$ cat config.mk
export PLATFORM = sky130hd
export DESIGN_NAME = keyseq_wdog
export DESIGN_NICKNAME = d
export VERILOG_FILES = /design/src/rtl/kswd_pkg.sv /design/src/rtl/kswd_keydec.sv /design/src/rtl/kswd_counter.sv /design/src/rtl/kswd_action.sv /design/src/rtl/keyseq_wdog.sv
export SDC_FILE = /design/constraint.sdc
export NUM_CORES = 1
export LEC_CHECK = 0
export ABC_AREA = 1
export CAP_MARGIN = 40
export CORE_MARGIN = 2
export CORE_UTILIZATION = 45
export DETAILED_ROUTE_END_ITERATION = 8
export DONT_BUFFER_PORTS = 1
export GPL_TIMING_DRIVEN = 1
export MAX_ROUTING_LAYER = met4
export SYNTH_ARGS = -nofsm -noshare
export SYNTH_HDL_FRONTEND = slang
export SYNTH_SLANG_ARGS = --single-unit
$ cat constraint.sdc
create_clock -name clk -period 3.61 [get_ports clk]
set_clock_uncertainty 0.15 [all_clocks]
set_input_delay 0.9025 -clock clk [delete_from_list [all_inputs] [get_ports clk]]
set_output_delay 0.9025 -clock clk [all_outputs]
set_load 0.01 [all_outputs]
$ cat src/rtl/kswd_pkg.sv
package kswd_pkg;
   localparam logic [1:0]  A_CTL   = 2'd0;
   localparam logic [1:0]  A_SETUP = 2'd1;
   localparam logic [1:0]  A_CAUSE = 2'd2;

   localparam logic [31:0] K_RUN_ARM  = 32'h1E1E_1E1E;
   localparam logic [31:0] K_RUN      = 32'hE1E1_E1E1;
   localparam logic [31:0] K_HALT_ARM = 32'h1F1F_1F1F;
   localparam logic [31:0] K_HALT     = 32'hF1F1_F1F1;

   localparam int SET_ACT_BIT = 0;
   localparam int SET_EN_BIT  = 1;
   localparam int SET_WE_BIT  = 31;
   localparam int CAUSE_BIT   = 5;

   typedef enum logic [1:0] {
      KS_IDLE       = 2'd0,
      KS_RUN_ARMED  = 2'd1,
      KS_HALT_ARMED = 2'd2
   } key_st_e;
endpackage

$ cat src/rtl/kswd_keydec.sv
module kswd_keydec
   import kswd_pkg::*;
#(
   parameter int DATA_W  = 32,
   parameter bit STOP_OK = 1'b1
) (
   input  logic              clk,
   input  logic              arst_n,
   input  logic              ctl_wr,
   input  logic [DATA_W-1:0] wdata,
   output logic              start_p,
   output logic              stop_p
);
   key_st_e st_q, st_d;
   logic    is_run_arm, is_run, halt_arm_hit;

   assign is_run_arm = (wdata == DATA_W'(K_RUN_ARM));
   assign is_run     = (wdata == DATA_W'(K_RUN));

   generate
      if (STOP_OK) begin : g_halt
         logic is_halt_arm, is_halt;
         assign is_halt_arm  = (wdata == DATA_W'(K_HALT_ARM));
         assign is_halt      = (wdata == DATA_W'(K_HALT));
         assign halt_arm_hit = is_halt_arm;
         assign stop_p       = ctl_wr && (st_q == KS_HALT_ARMED) && is_halt;
      end else begin : g_nohalt
         assign halt_arm_hit = 1'b0;
         assign stop_p       = 1'b0;
      end
   endgenerate

   assign start_p = ctl_wr && (st_q == KS_RUN_ARMED) && is_run;

   always_comb begin
      st_d = st_q;
      if (ctl_wr) begin
         if (is_run_arm)        st_d = KS_RUN_ARMED;
         else if (halt_arm_hit) st_d = KS_HALT_ARMED;
         else                   st_d = KS_IDLE;
      end
   end

   always_ff @(posedge clk or negedge arst_n) begin
      if (!arst_n) st_q <= KS_IDLE;
      else         st_q <= st_d;
   end
endmodule

$ cat src/rtl/kswd_counter.sv
module kswd_counter #(
   parameter int               CNT_W    = 32,
   parameter logic [CNT_W-1:0] LOAD_VAL = '1
) (
   input  logic             clk,
   input  logic             arst_n,
   input  logic             start_p,
   input  logic             stop_p,
   input  logic             tick,
   output logic [CNT_W-1:0] cnt_q,
   output logic             en_q,
   output logic             expire_p
);
   logic at_zero;

   assign at_zero  = (cnt_q == '0);
   assign expire_p = en_q && at_zero && !start_p;

   always_ff @(posedge clk or negedge arst_n) begin
      if (!arst_n) begin
         cnt_q <= '0;
         en_q  <= 1'b0;
      end else if (start_p) begin
         cnt_q <= LOAD_VAL;
         en_q  <= 1'b1;
      end else if (stop_p || expire_p) begin
         en_q  <= 1'b0;
      end else if (en_q && tick) begin
         cnt_q <= cnt_q - 1'b1;
      end
   end
endmodule

$ cat src/rtl/kswd_action.sv
module kswd_action #(
   parameter int RST_PULSE = 8
) (
   input  logic clk,
   input  logic por_n,
   input  logic expire_p,
   input  logic act_sel,
   input  logic cause_clr,
   output logic ib_rst_req,
   output logic core_rst_req,
   output logic cause_q
);
   localparam int PW = $clog2(RST_PULSE + 1);
   localparam logic [PW-1:0] PLEN = PW'(RST_PULSE);

   logic [PW-1:0] pcnt_q;
   logic          act_q;
   logic          busy;

   assign busy         = (pcnt_q != '0);
   assign ib_rst_req   = busy && act_q;
   assign core_rst_req = busy && !act_q;

   always_ff @(posedge clk or negedge por_n) begin
      if (!por_n) begin
         pcnt_q <= '0;
         act_q  <= 1'b0;
      end else if (expire_p) begin
         pcnt_q <= PLEN;
         act_q  <= act_sel;
      end else if (busy) begin
         pcnt_q <= pcnt_q - 1'b1;
      end
   end

   always_ff @(posedge clk or negedge por_n) begin
      if (!por_n)         cause_q <= 1'b0;
      else if (expire_p)  cause_q <= 1'b1;
      else if (cause_clr) cause_q <= 1'b0;
   end
endmodule

$ cat src/rtl/keyseq_wdog.sv
module keyseq_wdog
   import kswd_pkg::*;
#(
   parameter int               DATA_W    = 32,
   parameter int               CNT_W     = 32,
   parameter logic [CNT_W-1:0] LOAD_VAL  = '1,
   parameter int               RST_PULSE = 8,
   parameter bit               STOP_OK   = 1'b1
) (
   input  logic              clk,
   input  logic              por_n,
   input  logic              rst_n,
   input  logic              tick,
   input  logic              we,
   input  logic [1:0]        addr,
   input  logic [DATA_W-1:0] wdata,
   output logic [DATA_W-1:0] rdata,
   output logic              ib_rst_req,
   output logic              core_rst_req
);
   generate
      if (DATA_W < 32) begin : g_bad_dw
         $error("keyseq_wdog: DATA_W must hold the 32-bit keys");
      end
      if (CNT_W < 2 || CNT_W > DATA_W) begin : g_bad_cw
         $error("keyseq_wdog: CNT_W out of range");
      end
      if (RST_PULSE < 1) begin : g_bad_pl
         $error("keyseq_wdog: RST_PULSE must be at least 1");
      end
      if (LOAD_VAL == '0) begin : g_bad_lv
         $error("keyseq_wdog: LOAD_VAL must be nonzero");
      end
   endgenerate

   logic             arst_n;
   logic             ctl_wr, set_wr, cause_clr;
   logic             start_p, stop_p, expire_p;
   logic [CNT_W-1:0] cnt_q;
   logic             en_q, act_sel_q, cause_q;

   assign arst_n    = por_n & rst_n;
   assign ctl_wr    = we && (addr == A_CTL);
   assign set_wr    = we && (addr == A_SETUP) && wdata[SET_WE_BIT];
   assign cause_clr = we && (addr == A_CAUSE) && wdata[CAUSE_BIT];

   kswd_keydec #(.DATA_W(DATA_W), .STOP_OK(STOP_OK)) u_keys (
      .clk(clk), .arst_n(arst_n), .ctl_wr(ctl_wr), .wdata(wdata),
      .start_p(start_p), .stop_p(stop_p)
   );

   kswd_counter #(.CNT_W(CNT_W), .LOAD_VAL(LOAD_VAL)) u_cnt (
      .clk(clk), .arst_n(arst_n), .start_p(start_p), .stop_p(stop_p),
      .tick(tick), .cnt_q(cnt_q), .en_q(en_q), .expire_p(expire_p)
   );

   kswd_action #(.RST_PULSE(RST_PULSE)) u_act (
      .clk(clk), .por_n(por_n), .expire_p(expire_p), .act_sel(act_sel_q),
      .cause_clr(cause_clr), .ib_rst_req(ib_rst_req),
      .core_rst_req(core_rst_req), .cause_q(cause_q)
   );

   always_ff @(posedge clk or negedge arst_n) begin
      if (!arst_n)     act_sel_q <= 1'b0;
      else if (set_wr) act_sel_q <= wdata[SET_ACT_BIT];
   end

   always_comb begin
      rdata = '0;
      case (addr)
         A_CTL:   rdata = DATA_W'(cnt_q);
         A_SETUP: begin
            rdata[SET_ACT_BIT] = act_sel_q;
            rdata[SET_EN_BIT]  = en_q;
         end
         A_CAUSE: rdata[CAUSE_BIT] = cause_q;
         default: rdata = '0;
      endcase
   end
endmodule

## Word-level counts from Yosys, hierarchy flattened

Index checks and enable logic that the tools add are counted.

- Add/subtract/negate cells: 2
- Eq/ne operators: 9
- Muxes and demuxes: 15
- Bitwise gates (word level): 1
- Reductions and logical operators: 25

Operators with widths:

| operator | count |
|---|---|
| 32-bit two-way mux | 3 |
| 32-bit by 29-bit == test with 1-bit output (second input constant) | 2 |
| 32-bit == test (second input constant) | 2 |
| 32-bit zero test | 1 |
| 32-bit by 1-bit subtractor with 32-bit output (second input constant) | 1 |
| 26-bit two-way mux | 1 |
| 1-bit logical AND | 14 |
| 4-bit two-way mux | 2 |
| 2-bit nonzero test | 4 |
| 2-bit by 1-bit == test with 1-bit output (second input constant) | 2 |
| 2-bit == test (second input constant) | 2 |
| 1-bit two-way mux | 4 |
| 2-bit two-way mux | 2 |
| 2-bit one-hot mux with 2 select lines | 1 |
| 4-bit nonzero test | 1 |
| 4-bit by 1-bit subtractor with 4-bit output (second input constant) | 1 |
| 3-bit two-way mux | 1 |
| 1-bit zero test | 2 |
| 2-bit zero test | 1 |
| 2-bit by 1-bit != test with 1-bit output (second input constant) | 1 |
| 1-bit one-hot mux with 2 select lines | 1 |
| 2-bit AND reduction | 1 |
| 1-bit bitwise AND | 1 |
| 1-bit logical OR | 1 |

- Bits in registers: 42
- Input port bits: 39
- Output and inout bits: 34
- Logic and storage cells: 59

## Logic depth before layout (Yosys ltp)

Gate-level depths: netlist (run 1).

- Word-level depth: 9
- Mapped depth: 12
- Mapped depth without buffers: 11

## By module

Synthesis (run 1) repeated with hierarchy kept, for this count alone.

- Cell total of the unflattened synthesis: 609
- Area, all modules: 3,608.5 sq um

By module, submodules not included:

| module | times used | cells an instance | area an instance (sq um) | seq. area each (sq um) |
|---|---|---|---|---|
| kswd_counter | 1 | 386 | 2,449.8 | 825.8 |
| kswd_keydec | 1 | 97 | 432.9 | 50.0 |
| keyseq_wdog | 1 | 88 | 415.4 | 25.0 |
| kswd_action | 1 | 38 | 310.3 | 150.1 |

## Least setup slack after synthesis (run 1)

No wires, ideal clock.

- Path kind: input -> output
- From: in addr[0]
- To: out rdata[0]
- Arrival: 1,513 ps
- Data required time: 2,558 ps
- Path slack: 1,044 ps
- Cell stages on the path: 4
- Buffers on the path: 1
- Path through: inv_2 -> nand2_1 -> clkbuf_1 -> o22ai_1

- Cells in the longest elaborated chain, start to end: 2
- Elaborated cells between the ends (all ways): 3
- Classes of those cells: 1 x eq/ne; 1 x mux; 1 x reduce/logical

Ends and longest elaborated chain:

| what | RTL line | source |
|---|---|---|
| from (decl) | keyseq_wdog.sv:15 | `input logic [1:0] addr,` |
| 2-bit by 1-bit == test with 1-bit output / 2-bit zero test (equally long branches) | keyseq_wdog.sv:70 | `case (addr)` |
| 2-bit one-hot mux with 2 select lines (*) | keyseq_wdog.sv:70 |  |
| to (decl) | keyseq_wdog.sv:17 | `output logic [DATA_W-1:0] rdata,` |

Every way passes the cells marked *; elsewhere a longest branch is shown, timed or not.

## Final worst setup path (run 1)

- From: in addr[0]
- To: out rdata[9]

- Cells in the longest elaborated chain, start to end: 2

Ends and longest elaborated chain:

| what | RTL line |
|---|---|
| 2-bit zero test | keyseq_wdog.sv:70 |
| 26-bit two-way mux | keyseq_wdog.sv:70 |

Every way passes these cells.

==> key figures, run 1 <==
Timing
  • Final WS setup: 0.7860 ns
  • Final Hold Fails: 0
  • RSZ-0062 raised after global routing: no
  • Final setup TNS: 0 ns
  • Final worst path period share: 0.7823
  • Slew @ Worst Pin: 0.6051 ns
  • Slew Limit Headroom: 0.5966
  • Slew Limit Fails: 0
  • Final min period: 2.824 ns
  • Final setup viols: 0
  • Max Freq: 0.3541 GHz

Pwr
  • Switching power total: 219.6 uW
  • Total Power: 1004 uW
  • Sequential power share: 0.474
  • Clock power frac: 0.474
  • Max VDD drop: 0.1135 mV
  • Combinational group share of total power: 0.052
  • PwrDens: 236.8 mW/mm^2
  • Static leakage: 0.002346 uW
  • P_int: 784.3 uW
  • Net Sw Frac: 0.2188

Floorplan
  • Die X: 98.62 um
  • Initial cell density of the core: 0.4620
  • Die area: 0.009726 mm^2
  • Rows: 34
  • DIE HEIGHT: roughly 100 um
  • Core area: ~0.0087 mm^2
  • IO Count: 73

Global routing
  • First-pass GRT wire length: ~19 mm
  • Gr usage total: 0.2454
  • GRT overflow: 0
  • Vias in the first global route: approximately 3800
  • Largest net degree at the start of global routing: 37
  • Initial antenna violation count: 0

Placed design
  • Post-detailed-placement half-perimeter wirelength: 8.401 mm
  • Port-buffer cells: 0
  • GP Congestion: around 0.94
  • Setup WS pre-CTS: between 0.7 and 0.8 ns

Critical path
  • Worst path arrival time: 1.77 ns
  • Setup CP Type: in -> out
  • Crit. End Element: output pin
  • R2R Setup Slk: about 1.1 ns
  • Largest stage delay, worst path: 0.32 ns
  • Critical path peak fanout: 23
  • Worst-path cell with the longest stage delay: buf_4
  • CP required: 2.56 ns
  • Critical Path, Cell by Cell: inv_2 -> nand2_1 -> buf_4 -> nor2_1
  • Worst setup SP type: input port

Clock tree
  • Post-CTS setup buffers: 0
  • Worst-Skew Late Latency: 0.30 ns
  • CTS tree: built
  • Clock Path Buffers: 2
  • Resized Gates After CTS: 0
  • Cts hold-fix bufs: 0
  • CTS Sinks: 42
  • H-tree levels: 2
  • CTS root buf: clkbuf_8
  • Clk slew on worst S/H paths: 0.09 ns
  • Num CTS Buffers: 5

Status
  • Run status: finished, final reports clean

Logic synthesis
  • Post-synthesis sequential area ratio: 0.2609
  • Mapped Cells: 652
  • Yosys warnings: 0
  • Synthesized area per cell: 6.179 um^2
  • Yosys reg bits: 42
  • Syn_nets: 694
  • Synth unique cells: 31
  • Post-Syn Area: 0.004029 mm^2

Cells and area
  • Final Util: 0.4862
  • P&R area growth vs syn: 5.249%
  • Most frequent cells in the layout: nand2_1 (185), nor2_1 (119), inv_1 (89)
  • Fin nets: approximately 700
  • Antenna Cells: 0
  • Commonest non-fill, non-tap cell in the layout: nand2_1
  • Fill cells: roughly 900
  • Share of cells above drive strength 1: 0.1236

Drt
  • Drc violations: 0
  • DRT Pass-1 Iters: 5
  • Vias: 4039
  • Total wire length: 11.41 mm
  • Vias per cell: 5.350
  • Avg WL per Cell: 15.11 um
  • Initial drt markers: 228
  • Antenna-violating nets left: 0

Min path
  • Worst min-delay path category: in -> async

Job
  • Max-cap violations: 0
-- worst paths after layout --
| check | from | endpoint | cells after the start |
|---|---|---|---|
| max in group asynchronous | por_n | u_cnt.cnt_q[19] | 3 |
| min in group clk | u_cnt.cnt_q[0] | u_cnt.cnt_q[0] | 2 |
| setup / recovery | addr[0] | rdata[9] | 4 |
| setup reg to reg | u_cnt.cnt_q[0] | u_cnt.cnt_q[19] | 10 |
| hold / removal | por_n | u_act.cause_q | 0 |
| hold reg to reg | u_cnt.cnt_q[0] | u_cnt.cnt_q[0] | 2 |
-- state kept, by name (all words and copies together), names as in the netlist --
register / flops
act_sel_q: 1
u_act.act_q: 1
u_act.cause_q: 1
u_act.pcnt_q: 4
u_cnt.cnt_q: 32
u_cnt.en_q: 1
u_keys.st_q: 2
-- layer usage --
layer	track usage	wire, um	vias to the layer above
met3	0.03759	791	13
met1	0.3304	5261	1833
met5	-	0	-
met4	0.05901	129	0
met2	0.3909	5224	135
li1	-	-	2058
-- synth_stat cells, drive strengths merged --
| cell | number | area (um^2) |
|---|---|---|
| o21ai | 8 | 40.03 |
| a21oi | 4 | 20.02 |
| inv | 92 | 345.3 |
| ha | 3 | 37.54 |
| xnor2 | 2 | 17.52 |
| dfrtp | 42 | 1051 |
| o21a | 1 | 7.510 |
| nand2 | 193 | 754.5 |
| nor4 | 4 | 25.02 |
| buf | 13 | 105.1 |
| nand3b | 1 | 7.510 |
| or2 | 1 | 6.260 |
| nor3 | 9 | 45.04 |
| xor2 | 6 | 52.55 |
| nand4 | 47 | 294.0 |
| and2 | 1 | 6.260 |
| nand3 | 80 | 583.1 |
| nor2 | 134 | 584.3 |
| o22ai | 2 | 12.51 |
| clkbuf | 9 | 33.78 |
-- kinds of logic (layout without fill, tap and decap cells) --
kind of cell | count (synthesis) | after routing | share of synthesized area
DFF | 42 | 42 | 0.2609
buffers and inverters | 114 | 109 | 0.1202
and+or+nand+nor | 470 | 470 | 0.5724
AOI/OAI and AO/OA | 15 | 15 | 0.01987
xor gates and xnor gates | 8 | 8 | 0.01739
adders and majority gates | 3 | 3 | 0.009318
-- through the flow --
step,std cells,area [um^2],hold WS (ns)
global placement,747,4098,0.3280
floorplan,652,4029,0.3003
global route,755,4240,0.1125
finish,755,4240,0.1266
detailed placement,747,4098,0.3243
CTS,755,4240,0.1248
-- critical path: cells and delay by family --
family | cells | cell delay (ns)
buffers and inverters | 2 | 0.39
AND/OR/NAND/NOR | 2 | 0.47
-- power by group through the flow --
stage                     Clock, uW  Combinational (uW)  Sequential [uW]
final                           475                52.2              476
after global routing            503                61.0              477
after CTS                       483                53.2              476
after detailed placement          0                53.2              485
after global placement            0                52.7              485
after floorplan                   0                41.4              485
-- layout make-up --
cell class | instances | area, um^2 | area share
multi-input combinational | 496 | 2499 | 0.5893
sequential | 42 | 1051 | 0.2479
inverter | 92 | 345.3 | 0.08144
tap | 108 | 135.1 | 0.03187
clock buffer | 6 | 82.58 | 0.01947
timing repair buffer | 9 | 67.56 | 0.01593
clock inverter | 2 | 60.06 | 0.01416
No activity file was read; power rests on OpenSTA's default activity.
==> run 2: changes to the inputs <==
==> constraint.sdc (replaced) <==
create_clock -name clk -period 2.5 [get_ports clk]
set_clock_uncertainty 0.15 [all_clocks]
set_input_delay 0.625 -clock clk [delete_from_list [all_inputs] [get_ports clk]]
set_output_delay 0.625 -clock clk [all_outputs]
set_load 0.01 [all_outputs]
==> run 2 against run 1 <==
Non-clock buffer count up 38; cell area is 5.6% higher; critical path type is now reg -> reg; sequential power is 44% higher; core utilization is 2.7 points higher; largest cell class unchanged; highest routed layer unchanged; setup slack worse by 0.58 ns; via count grew 3.9%; cell count rose by 4.9%; largest power group unchanged; first-iteration DRC count rose by 29%.
==> key figures, run 2 (same netlist as run 1, synthesis figures left out) <==
Pwr
  • Static leakage: 0.002524 uW (+7.6%)
  • PwrDens: 270.7 mW/mm^2 (+14%)
  • Max VDD drop: 0.1600 mV (+41%)

Cells and area
  • P&R area growth vs syn: 11.12%
  • Seq. cell area: 0.001051 mm^2 (unchanged)
  • Fill cells: 940 (+4.7%)
  • Fin nets: 726 (+5.5%)
  • Antenna Cells: 0 (unchanged)
  • Most frequent cells in the layout: nand2_1 (185), nor2_1 (119), inv_1 (89)
  • Biggest regs: u_cnt.cnt_q: 32 flops, u_act.pcnt_q: 4 flops, u_keys.st_q: 2 flops
  • Max reg flops: 32 (unchanged)
  • Top reg by flops: u_cnt.cnt_q
  • Multi-input logic area: 0.002499 mm^2 (unchanged)
  • Commonest non-fill, non-tap cell in the layout: nand2_1
  • Final Instance Area: 0.004477 mm^2 (+5.6%)
  • Share of cells above drive strength 1: 0.1696 (+0.04594)

Critical path
  • Worst setup SP type: register
  • Worst path arrival time: 2.39 ns (+0.62 ns)
  • Crit. End Element: register
  • Worst-path cell with the longest stage delay: dfrtp_1
  • Critical Path, Cell by Cell: inv_1 -> ha_1 -> nand2_4 -> nor2_8 -> nand3_2 -> nor2_4 -> nand2_4 -> nand3_4 -> buf_12 -> nand3_1 -> nand2_1
  • Setup CP Type: reg -> reg
  • CP required: 2.59 ns (+0.03 ns)
  • Critical path peak fanout: 32 (+39%)
  • Largest stage delay, worst path: 0.39 ns (+0.07 ns)
  • Critical path's most frequent cell: nand2_4

Placed design
  • Post-detailed-placement half-perimeter wirelength: 8.606 mm (+2.4%)
  • Port-buffer cells: 0 (unchanged)
  • Area after DPL: 0.004388 mm^2 (+7.1%)
  • GP Congestion: 0.9185 (-2.3%)

Status
  • Run status: finished, final reports clean

Timing
  • Final min period: ~2.3 ns
  • Final worst path period share: 0.9185
  • Final Hold Fails: 0 (unchanged)
  • Slew @ Worst Pin: 0.5542 ns (-0.05092 ns)
  • Slew Limit Fails: 0 (unchanged)
  • Max Freq: 0.4355 GHz
  • Worst hold slack: 0.2405 ns (+0.1140 ns)
  • Final setup TNS: 0 ns (unchanged)
  • RSZ-0062 raised after global routing: no
  • Slew Limit Headroom: 0.6306 (+0.03395)
  • Final setup viols: 0 (unchanged)

Clock tree
  • Worst-Skew Late Latency: 0.30 ns (about the same)
  • CTS Sinks: 42 (unchanged)
  • Clock Path Buffers: 2 (unchanged)
  • CTS tree: built
  • H-tree levels: 2 (unchanged)
  • Num CTS Buffers: 5 (unchanged)
  • Clk slew on worst S/H paths: 0.09 ns (about the same)
  • CTS root buf: clkbuf_8

Floorplan
  • Initial cell density of the core: 0.4620 (unchanged)
  • IO Count: 73 (unchanged)
  • Die X: 98.62 um (unchanged)
  • Rows: 34 (unchanged)
  • Core area: 0.008721 mm^2 (unchanged)
  • Die area: 0.009726 mm^2 (unchanged)
  • DIE HEIGHT: 98.62 um (unchanged)

Drt
  • DRT Pass-1 Iters: 4 (-1)
  • Drc violations: 0 (unchanged)
  • Vias: 4196 (+3.9%)
  • Met3 wire length: 645 um (-18%)
  • M1 WL: 5.547 mm (+5.4%)
  • Top Layer Used: met4
  • Antenna-violating nets left: 0 (unchanged)
  • Met2 WL: 5.276 mm (+1.0%)
  • Vias per cell: 5.298 (-0.97%)
  • Total wire length: 11.55 mm (+1.2%)
  • Avg WL per Cell: 14.58 um (-3.5%)
  • Initial drt markers: 295 (+29%)

Global routing
  • Vias in the first global route: 4119 (+8.2%)
  • Largest net degree at the start of global routing: 37 (unchanged)
  • Gr usage total: 0.2562 (+0.01076)
  • First-pass GRT wire length: 19.82 mm (+5.2%)
  • Initial antenna violation count: 0 (unchanged)
  • GRT overflow: 0 (unchanged)

Min path
  • Worst min-delay path category: in -> async

Job
  • Max-cap violations: 0 (unchanged)
run 2: routing by layer:
layer	vias up	global-route usage
met1	1940	0.3547
met5	-	-
met3	5	0.03262
li1	2130	-
met4	0	0.04953
met2	121	0.4071
run 2: final timing paths:
kind	startpoint	endpoint	slack (ns)	cells after the start
min in group clk	wdata[0]	act_sel_q	0.34	2
max in group asynchronous	por_n	u_act.pcnt_q[2]	1.50	1
worst max-delay path	u_cnt.cnt_q[0]	u_cnt.cnt_q[19]	0.20	11
worst min register to register	u_cnt.cnt_q[0]	u_cnt.cnt_q[0]	0.35	2
worst max register to register	u_cnt.cnt_q[0]	u_cnt.cnt_q[19]	0.20	11
worst min-delay path	rst_n	u_cnt.cnt_q[10]	0.24	3
run 2: critical path, delay by kind of cell, from the launching register on:
kind                     cells  cell delay, ns
flip-flops                   1            0.39
buffers and inverters        2            0.41
AND/OR/NAND/NOR              8            0.89
adder cells (fa/ha/maj)      1            0.38
run 2: what timing repair did:
| action | CTS | global route |
|---|---|---|
| resized for setup | 0 | 0 |
| hold buffers | 1 | 0 |
| setup buffers | 0 | 0 |
| hold endpoints to repair | 6 | 0 |
run 2: area by class of cell:
class	count	area share
timing repair buffer	47	0.08217
inverter	92	0.07714
tap	108	0.03018
multi-input combinational	496	0.5581
clock buffer	5	0.01537
sequential	42	0.2348
clock inverter	2	0.002236
run 2: report_power, final:
group | switching (uW) | internal (uW) | total [uW]
Clock | 254 | 188 | 442
Sequential | 3.07 | 684 | 687
Combinational | 57.0 | 25.3 | 82.3
Total | 314 | 898 | 1210
run 2: stage by stage:
step	setup slack, ns	power [uW]	utilization	cells
2_1_floorplan	0.4892	760.1	-	652
3_3_place_gp	0.2965	780.2	0.5032	784
3_5_place_dp	0.2446	781.7	0.5032	784
4_1_cts	0.2184	1228	0.5133	792
5_1_grt	0.06314	1264	0.5133	792
6_report	0.2037	1212	0.5133	792
